--- config.mk ---
export PLATFORM = sky130hd
export DESIGN_NAME = mc_storage_cell
export DESIGN_NICKNAME = d
export VERILOG_FILES = /design/src/rtl/mc_cell_pkg.sv /design/src/rtl/mc_data_select.sv /design/src/rtl/mc_clock_ctrl.sv /design/src/rtl/mc_next_state.sv /design/src/rtl/mc_storage_cell.sv
export SDC_FILE = /design/constraint.sdc
export NUM_CORES = 1
export LEC_CHECK = 0
export BUFFER_PORTS_ARGS = -buffer_cell sky130_fd_sc_hd__buf_2
export CAP_MARGIN = 20
export CORE_AREA = 8 8 45 47
export CTS_BUF_LIST = sky130_fd_sc_hd__clkbuf_8 sky130_fd_sc_hd__clkbuf_16
export DETAILED_ROUTE_END_ITERATION = 12
export DIE_AREA = 0 0 53 55
export PLACE_DENSITY = 0.68
export SLEW_MARGIN = 20
export SYNTH_ARGS = -nofsm -noshare
export SYNTH_HDL_FRONTEND = slang
export SYNTH_SLANG_ARGS = --single-unit
--- constraint.sdc ---
create_clock -name clk -period 1.6 [get_ports clk]
set_input_delay 0 -clock clk [delete_from_list [all_inputs] [get_ports clk]]
set_output_delay 0 -clock clk [all_outputs]
set_load 0.03 [all_outputs]
--- src/rtl/mc_cell_pkg.sv ---
`timescale 1ns/1ps
// Package: shared codes for the macrocell storage element.
// Assumes: configuration fields arrive as plain vectors and are cast here.
package mc_cell_pkg;
    localparam int MODE_W = 3;
    localparam int DSRC_W = 2;
    localparam int CLR_W  = 2;

    typedef enum logic [MODE_W-1:0] {
        MODE_D     = 3'b000,
        MODE_T     = 3'b001,
        MODE_JK    = 3'b010,
        MODE_SR    = 3'b011,
        MODE_LATCH = 3'b100
    } cell_mode_e;

    typedef enum logic [DSRC_W-1:0] {
        DSRC_XOR   = 2'b00,
        DSRC_TERM  = 2'b01,
        DSRC_PIN   = 2'b10,
        DSRC_XOR_B = 2'b11
    } data_src_e;

    // Clear select bits: bit 0 enables the global clear, bit 1 the clear term.
    localparam int CLR_GLOBAL_BIT = 0;
    localparam int CLR_TERM_BIT   = 1;
endpackage

--- src/rtl/mc_data_select.sv ---
`timescale 1ns/1ps
// Module: mc_data_select
// Picks the data value for the storage bit from the XOR result, the
// dedicated product term or the pin. Assumes a static select; purely combinational.
module mc_data_select
    import mc_cell_pkg::*;
(
    input  logic [DSRC_W-1:0] dsrc,
    input  logic              xor_in,
    input  logic              data_term,
    input  logic              pin_in,
    output logic              d_out
);
    // Source multiplexer; both unused codes fall back to the XOR result.
    always_comb begin
        case (data_src_e'(dsrc))
            DSRC_TERM: d_out = data_term;
            DSRC_PIN:  d_out = pin_in;
            default:   d_out = xor_in;
        endcase
    end
endmodule

--- src/rtl/mc_clock_ctrl.sv ---
`timescale 1ns/1ps
// Module: mc_clock_ctrl
// Samples both macrocell clocks on the system clock and reports the level of
// the selected clock and an accepted rising edge. The enable term gates edges
// only while the global clock is selected. Assumes each macrocell clock level
// lasts at least one system cycle.
module mc_clock_ctrl (
    input  logic clk,
    input  logic rst_n,
    input  logic clk_sel,
    input  logic ce_en,
    input  logic glob_clk,
    input  logic term_clk,
    input  logic en_term,
    output logic level_o,
    output logic rise_o
);
    logic glob_prev;
    logic term_prev;
    logic prev_sel;
    logic ce_block;

    // Remember the last sampled level of each clock independently.
    always_ff @(posedge clk) begin
        if (!rst_n) begin
            glob_prev <= 1'b0;
            term_prev <= 1'b0;
        end else begin
            glob_prev <= glob_clk;
            term_prev <= term_clk;
        end
    end

    // Select the clock, find its rising edge and apply the enable gate.
    always_comb begin
        level_o  = clk_sel ? term_clk : glob_clk;
        prev_sel = clk_sel ? term_prev : glob_prev;
        ce_block = !clk_sel && ce_en && !en_term;
        rise_o   = level_o && !prev_sel && !ce_block;
    end

    // An accepted edge only exists while the selected clock is high.
    assert_rise_level_R7: assert property (@(posedge clk) disable iff (!rst_n)
        rise_o |-> level_o);

    // A low enable term on the global clock blocks every edge.
    assert_enable_gate_R8: assert property (@(posedge clk) disable iff (!rst_n)
        (!clk_sel && ce_en && !en_term) |-> !rise_o);
endmodule

--- src/rtl/mc_next_state.sv ---
`timescale 1ns/1ps
// Module: mc_next_state
// Computes the value the bit takes when it is written, for each mode.
// Assumes the caller decides when a write happens; purely combinational.
module mc_next_state
    import mc_cell_pkg::*;
(
    input  logic [MODE_W-1:0] mode,
    input  logic              cur,
    input  logic              d,
    input  logic              j,
    input  logic              k,
    input  logic              s,
    input  logic              r,
    output logic              nxt
);
    // Per-mode next-state function; reserved codes keep the current bit.
    always_comb begin
        nxt = cur;
        case (cell_mode_e'(mode))
            MODE_D:     nxt = d;
            MODE_T:     nxt = cur ^ d;
            MODE_JK: begin
                case ({j, k})
                    2'b10:   nxt = 1'b1;
                    2'b01:   nxt = 1'b0;
                    2'b11:   nxt = !cur;
                    default: nxt = cur;
                endcase
            end
            MODE_SR: begin
                if (s && !r)      nxt = 1'b1;
                else if (r && !s) nxt = 1'b0;
                else              nxt = cur;
            end
            MODE_LATCH: nxt = d;
            default:    nxt = cur;
        endcase
    end
endmodule

--- src/rtl/mc_storage_cell.sv ---
`timescale 1ns/1ps
// Module: mc_storage_cell (top)
// One configurable storage bit of a macrocell: D/T/JK/SR flip-flop or
// transparent latch, with selectable data source, clock, clock enable and
// clear/preset sources. Clear and preset reach q combinationally and also
// force the stored bit. Assumes static configuration between uses.
module mc_storage_cell
    import mc_cell_pkg::*;
#(
    parameter logic RESET_STATE = 1'b0
) (
    input  logic              clk,
    input  logic              rst_n,
    input  logic [MODE_W-1:0] cfg_mode,
    input  logic [DSRC_W-1:0] cfg_dsrc,
    input  logic              cfg_clk_sel,
    input  logic              cfg_ce_en,
    input  logic [CLR_W-1:0]  cfg_clr_sel,
    input  logic              cfg_pre_en,
    input  logic              xor_in,
    input  logic              data_term,
    input  logic              pin_in,
    input  logic              j_in,
    input  logic              k_in,
    input  logic              s_in,
    input  logic              r_in,
    input  logic              glob_clk,
    input  logic              term_clk,
    input  logic              en_term,
    input  logic              glob_clr,
    input  logic              clr_term,
    input  logic              set_term,
    output logic              q
);
    logic d_sel;
    logic level;
    logic rise;
    logic nxt;
    logic state;
    logic is_latch;
    logic write_en;
    logic clr_act;
    logic pre_act;
    logic reserved_mode;

    mc_data_select u_data (
        .dsrc      (cfg_dsrc),
        .xor_in    (xor_in),
        .data_term (data_term),
        .pin_in    (pin_in),
        .d_out     (d_sel)
    );

    mc_clock_ctrl u_clk (
        .clk      (clk),
        .rst_n    (rst_n),
        .clk_sel  (cfg_clk_sel),
        .ce_en    (cfg_ce_en),
        .glob_clk (glob_clk),
        .term_clk (term_clk),
        .en_term  (en_term),
        .level_o  (level),
        .rise_o   (rise)
    );

    mc_next_state u_next (
        .mode (cfg_mode),
        .cur  (state),
        .d    (d_sel),
        .j    (j_in),
        .k    (k_in),
        .s    (s_in),
        .r    (r_in),
        .nxt  (nxt)
    );

    // Decode the mode class and the asynchronous controls.
    always_comb begin
        is_latch      = (cell_mode_e'(cfg_mode) == MODE_LATCH);
        reserved_mode = (cfg_mode > MODE_LATCH);
        write_en      = is_latch ? level : rise;
        clr_act       = (cfg_clr_sel[CLR_GLOBAL_BIT] && glob_clr) ||
                        (cfg_clr_sel[CLR_TERM_BIT] && clr_term);
        pre_act       = cfg_pre_en && set_term;
    end

    // Storage bit: reset, then clear, then preset, then a normal write.
    always_ff @(posedge clk) begin
        if (!rst_n)        state <= RESET_STATE;
        else if (clr_act)  state <= 1'b0;
        else if (pre_act)  state <= 1'b1;
        else if (write_en) state <= nxt;
    end

    // Output: clear and preset win at once; an open latch passes data through.
    always_comb begin
        if (clr_act)                q = 1'b0;
        else if (pre_act)           q = 1'b1;
        else if (is_latch && level) q = d_sel;
        else                        q = state;
    end

    // The bit holds when there is no write and no forcing control.
    assert_hold_no_write_R2: assert property (@(posedge clk) disable iff (!rst_n)
        (!write_en && !clr_act && !pre_act) |=> $stable(state));

    // JK with both terms high inverts the bit on an accepted edge.
    assert_jk_toggle_R4: assert property (@(posedge clk) disable iff (!rst_n)
        (cfg_mode == MODE_JK && rise && j_in && k_in && !clr_act && !pre_act)
        |=> (state != $past(state)));

    // SR with both terms high keeps the bit.
    assert_sr_hold_R5: assert property (@(posedge clk) disable iff (!rst_n)
        (cfg_mode == MODE_SR && s_in && r_in && !clr_act && !pre_act)
        |=> $stable(state));

    // An active clear leaves the stored bit at zero.
    assert_clear_state_R9: assert property (@(posedge clk) disable iff (!rst_n)
        clr_act |=> (state == 1'b0));

    // A preset without a clear leaves the stored bit at one.
    assert_preset_state_R10: assert property (@(posedge clk) disable iff (!rst_n)
        (pre_act && !clr_act) |=> (state == 1'b1));

    // Reserved mode codes never change the bit on their own.
    assert_reserved_hold_R11: assert property (@(posedge clk) disable iff (!rst_n)
        (reserved_mode && !clr_act && !pre_act) |=> $stable(state));
endmodule

==> flow_summary.toml, run 1 <==
[power_and_ir_drop]
pwr_density_cell_mw_per_mm2 = 719.0
ir_worst_vdd_mv = 0.3587
leakage_nw = 0.2951

[logic_synthesis]
synth_ff_type = "dfxtp_1"
synth_area_leaders = "dfxtp_1, ha_1, mux2i_1, inv_1, nor2b_1"
ys_ff_latch = 3
syn_area_per_cell_um2 = 8.199
syn_area_um2 = 385.4
syn_inst = 47
synthDistinctLibCells = 30
async_reset_ff_share_pct = 0
synth_top_cell_by_area = "dfxtp_1"
yosysSeqAreaShare_pct = 15.58
synth_top_area_share_pct = 15.58
synthesis.nets = 75
synth-edff-count = 0
ys.warnings.count = 0

[timing]
rsz0062_at_grt = "no"
fmaxAchievable_ghz = 0.7759
fin_skew_ps = 1.401
min_period_ps = 1289
setup_violations = 0
timing.final.crit_share_pct = 80.55
slew_headroom_pct = 76.97
hold_violations = 0
slew_violations = 0
tns_ps = 0
tightest_slew_ps = 340.6

[die]
io_pins = 26
start_util_pct = 27.85
die_area_mm2 = 0.002915
die_height_um = 55
core_region_area_mm2 = 0.001384
fp-row-count = 14
die_width_um = 53

[setup_path]
cp_max_fo = 4
path_class = "in -> out"
cpLargestDelayFamily = "buffers and inverters"
crit_path_frequent_cell = "buf_2"
crit_chain = "buf_2 > inv_1 > ha_1 > nor2b_1 > nor2_1 > mux2i_1 > a222oi_1 > buf_2"
startpoint_type = "input pin"
crit_buf_inv = 3
critPathMaxStageDelay_ps = 300
cp_data_required_time_ps = 1600
crit_slowest_cell = "ha_1"
path_depth = 8
cp.arrival_ps = 1290
r2r_cells = 3
endpoint_kind = "primary output"

[clocking]
cts.sinks = 3
cts_resized = 0
clk_path_buf_depth = 2
ctsHtreeMaxLevel = 1
clkTransAtPathRegs_ps = 30
cts_tree = "yes"
holdBufCountCts = 0
post_cts_buffers = 0
cts_made_buffers = 3
worstSkewPairLatency_ps = 210
root_buffer = "clkbuf_8"

[place]
placedInstanceArea_um2 = 519.2
dpl.hpwl_um = 1006
place_congestion = 0.7994
io_buffers = 25

[global_routing]
grt_pass1_vias = 473
antenna_found_initial = 0
grt_usage_pct = 8.679
grt_pass1_wl_um = 1869
overflow = 0
met1_usage_pct = 8.636
gr-usage-met2_pct = 13.87
grt_max_degree = 10
busiest_layer = "met2"
met3_usage_pct = 4.278

[detailed_routing]
postRouteAntennaNets = 0
dr_total_vias = 464
wl_per_cell_um = 12.71
drc = 0
vias_per_cell = 5.099
drt-initial-drc-count = 11
dr.pass1.iters = 4
wirelength_um = 1157

[layout]
syn_to_final_growth_pct = 46.43
fill_cells = 155
diodes = 0
fin_area_um2 = 564.3
drive_gt1_share_pct = 40.00
mostFrequentLayoutCell = "buf_2"
fin_nets = 104
final_cell_mix = "buf_2, inv_1"

[job]
cap_viol_max_count = 0

[run_status]
status = "complete, no violations"

[min_path]
whs_path_depth = 2
holdCritPathClass = "in -> reg"
==> state kept, by name (all words and copies together), names as in the netlist <==
name and flops:
u_clk.term_prev 1, u_clk.glob_prev 1, state 1
==> routing by layer <==
metal  wire, um  vias up
met3         94        0
met1        506      205
met4          0        0
met2        555       21
met5          0        -
li1           -      238
==> cells in the mapped netlist (2+ instances only) <==
| master | number |
|---|---|
| inv_1 | 5 |
| dfxtp_1 | 3 |
| ha_1 | 3 |
| mux2i_1 | 3 |
| nor2b_1 | 3 |
| a21oi_1 | 2 |
| and2_1 | 2 |
| nand2_1 | 2 |
| nand2b_1 | 2 |
| o21ai_0 | 2 |
==> power breakdown <==
part	leakage (nW)	switching, mW	total, mW	internal [mW]
clock	0.0269	0.0472	0.210	0.163
combinational	0.243	0.0558	0.112	0.0566
sequential	0.0249	0.00309	0.0830	0.0799
==> cell families after synthesis <==
group	synth area share, %
AOI/OAI and AO/OA	29.55
adders and majority gates	9.741
buffers and inverters	7.793
DFF	15.59
muxes	7.793
and+or+nand+nor	29.55
==> final timing paths <==
check | from | end | slack (ps)
worst min-delay path | term_clk | u_clk.term_prev | 20
worst max register to register | u_clk.glob_prev | state | 410
worst max-delay path | cfg_dsrc[0] | q | 310
worst min register to register | u_clk.term_prev | state | 740
==> layout make-up <==
class,count,area [um2],area share [%]
clock buffer,3,41.29,7.317
clock inverter,1,3.754,0.6652
inverter,5,18.77,3.326
multi-input combinational,38,295.3,52.33
sequential,3,60.06,10.64
tap,16,20.02,3.548
timing repair buffer,25,125.1,22.17
==> metrics by stage <==
stage                     total power [mW]  util [%]  std cells  setup slack, ps  hold slack, ps
after CTS                           0.4143     40.78         91            300.0           21.42
final                               0.4057     40.78         91            311.2           23.02
after detailed placement            0.1970     37.52         87            254.9           240.2
after global routing                0.4440     40.78         91            159.3           25.22
after floorplan                     0.1485         -         47            145.8           121.7
after global placement              0.1927     37.52         87            289.9           239.8
No activity file was read; power rests on OpenSTA's default activity.
==> inputs of run 2 (changes only) <==
clock period = 1.2 ns   (was 1.6 ns; I/O delays follow)
==> flow_summary.toml, run 2 (synthesized netlist as in run 1, its figures left out) <==
[power_and_ir_drop]
switching_share_pct = 28.32
pwr_density_cell_mw_per_mm2 = 927.6
power.total_mw = 0.5861
p_comb_share_pct = 32.1
switchingPower_mw = 0.1660
ir_worst_vdd_mv = 0.3970
leakage_nw = 0.3052
power.share.clock_pct = 48.9
seqPwrFrac_pct = 19.0
intPower_mw = 0.4201

[die]
die_width_um = 53
start_util_pct = 27.85
fp-row-count = 14
io_pins = 26
die_height_um = 55
core_region_area_mm2 = 0.001384
die_area_mm2 = 0.002915

[detailed_routing]
drt-initial-drc-count = 5
wirelength_um = 1379
vias_per_cell = 5.220
drc = 0
dr.pass1.iters = 4
dr_total_vias = 475
postRouteAntennaNets = 0
wl_per_cell_um = 15.15

[job]
cap_viol_max_count = 0

[layout]
drive_gt1_share_pct = 49.33
fin_cells = 91
fin_area_um2 = 631.9
final_cell_mix = "buf_2, inv_1, mux2i_1, clkbuf_8"
fin_nets = 104
syn_to_final_growth_pct = 63.96
seqCellArea_um2 = 63.81
multi_input_area_um2 = 347.8
mostFrequentLayoutCell = "buf_2"
fill_cells = 151
top_regs = "state: 1 flops, u_clk.glob_prev: 1 flops, u_clk.term_prev: 1 flops"
diodes = 0
final_util_pct = 45.66

[setup_path]
cp.arrival_ps = 1230
r2r_cells = 4
r2r-start = "state"
critPathMaxStageDelay_ps = 360
crit_slowest_cell = "dfxtp_4"
endpoint_kind = "flip-flop"
startpoint_type = "flip-flop"
r2r-end = "state"
cp_data_required_time_ps = 1300
cp_max_fo = 5
cp-startpoint = "state"
path_class = "reg -> reg"
crit_chain = "nor2b_1 > o2111ai_1 > nand3_1 > o31a_1"
ff2ff_setup_slack_ps = 70

[clocking]
holdBufCountCts = 0
ctsHtreeMaxLevel = 1
cts.sinks = 3
post_cts_buffers = 0
clkTransAtPathRegs_ps = 30
cts_tree = "yes"
root_buffer = "clkbuf_8"
cts_made_buffers = 3
worstSkewPairLatency_ps = 220
clk_path_buf_depth = 2

[min_path]
whs_path_depth = 2
hold_start = "rst_n"
whs_endpoint = "u_clk.term_prev"
holdCritPathClass = "in -> reg"

[global_routing]
grt_pass1_wl_um = 2208
antenna_found_initial = 0
grt_max_degree = 10
grt_pass1_vias = 526
grt_usage_pct = 9.929
overflow = 0

[run_status]
status = "complete, no violations"

[timing]
hold_slack_ps = 20.66
tns_ps = 0
slew_headroom_pct = 70.54
hold_violations = 0
setup_violations = 0
min_period_ps = 1128
fin_skew_ps = 1.860
fmaxAchievable_ghz = 0.8863
rsz0062_at_grt = "yes"
slew_violations = 0
timing.final.crit_share_pct = 94.02
tightest_slew_ps = 435.8
fin_ws_ps = 71.72

[place]
dp.cells = 88
place_ws_ps = -49.10
placedInstanceArea_um2 = 558.0
place_congestion = 0.8000
io_buffers = 25
dpl.hpwl_um = 1068
==> run 2: cell counts in the layout (fill, tap and decap cells not counted) <==
Identical to the previous run, type by type.
==> run 2: layout make-up <==
type                            count  area share [%]
Clock buffer                        3           6.535
Multi-Input combinational cell     38           55.05
Clock inverter                      1          0.5941
Sequential cell                     3           10.10
Timing Repair Buffer               25           21.19
Tap cell                           16           3.168
Inverter                            5           3.366
==> run 2: how the worst max path moves through the flow <==
| stage | endpoint | slack (ps) | cells past startpoint |
|---|---|---|---|
| after floorplan | q | -80 | 5 |
| after global placement | q | -40 | 9 |
| after detailed placement | q | -50 | 9 |
| after CTS | state | 6 | 3 |
| after global routing | q | -10 | 8 |
| final | state | 70 | 4 |
==> run 2: power by group through the flow <==
stage,clock network [mW],logic [mW],registers (mW)
2_1_floorplan,0,0.0979,0.110
3_3_place_gp,0,0.165,0.112
3_5_place_dp,0,0.172,0.112
4_1_cts,0.293,0.172,0.112
5_1_grt,0.305,0.207,0.112
6_report,0.287,0.188,0.111
==> run 2: critical path: cells and delay by family (launching register included) <==
family          cells  cell delay, ps
compound gates      2             500
flops               1             360
simple gates        2             150
==> run 2: what timing repair did <==
item / 4_1_cts / 5_1_grt
pin swaps: 3 / 3
gates resized for setup: 4 / 5
endpoints found under the hold margin: 0 / 0
endpoints found under the setup margin: 2 / 2
==> run 2: per-layer routing <==
| metal | GRT usage, % | vias to the layer above | share of wire, % | wire length, um |
|---|---|---|---|---|
| met5 | 0 | - | 0 | 0 |
| met4 | 4.310 | 0 | 0 | 0 |
| met3 | 3.476 | 0 | 7.8 | 107 |
| met2 | 16.02 | 23 | 49 | 676 |
| met1 | 11.65 | 215 | 43 | 595 |
| li1 | - | 237 | - | - |
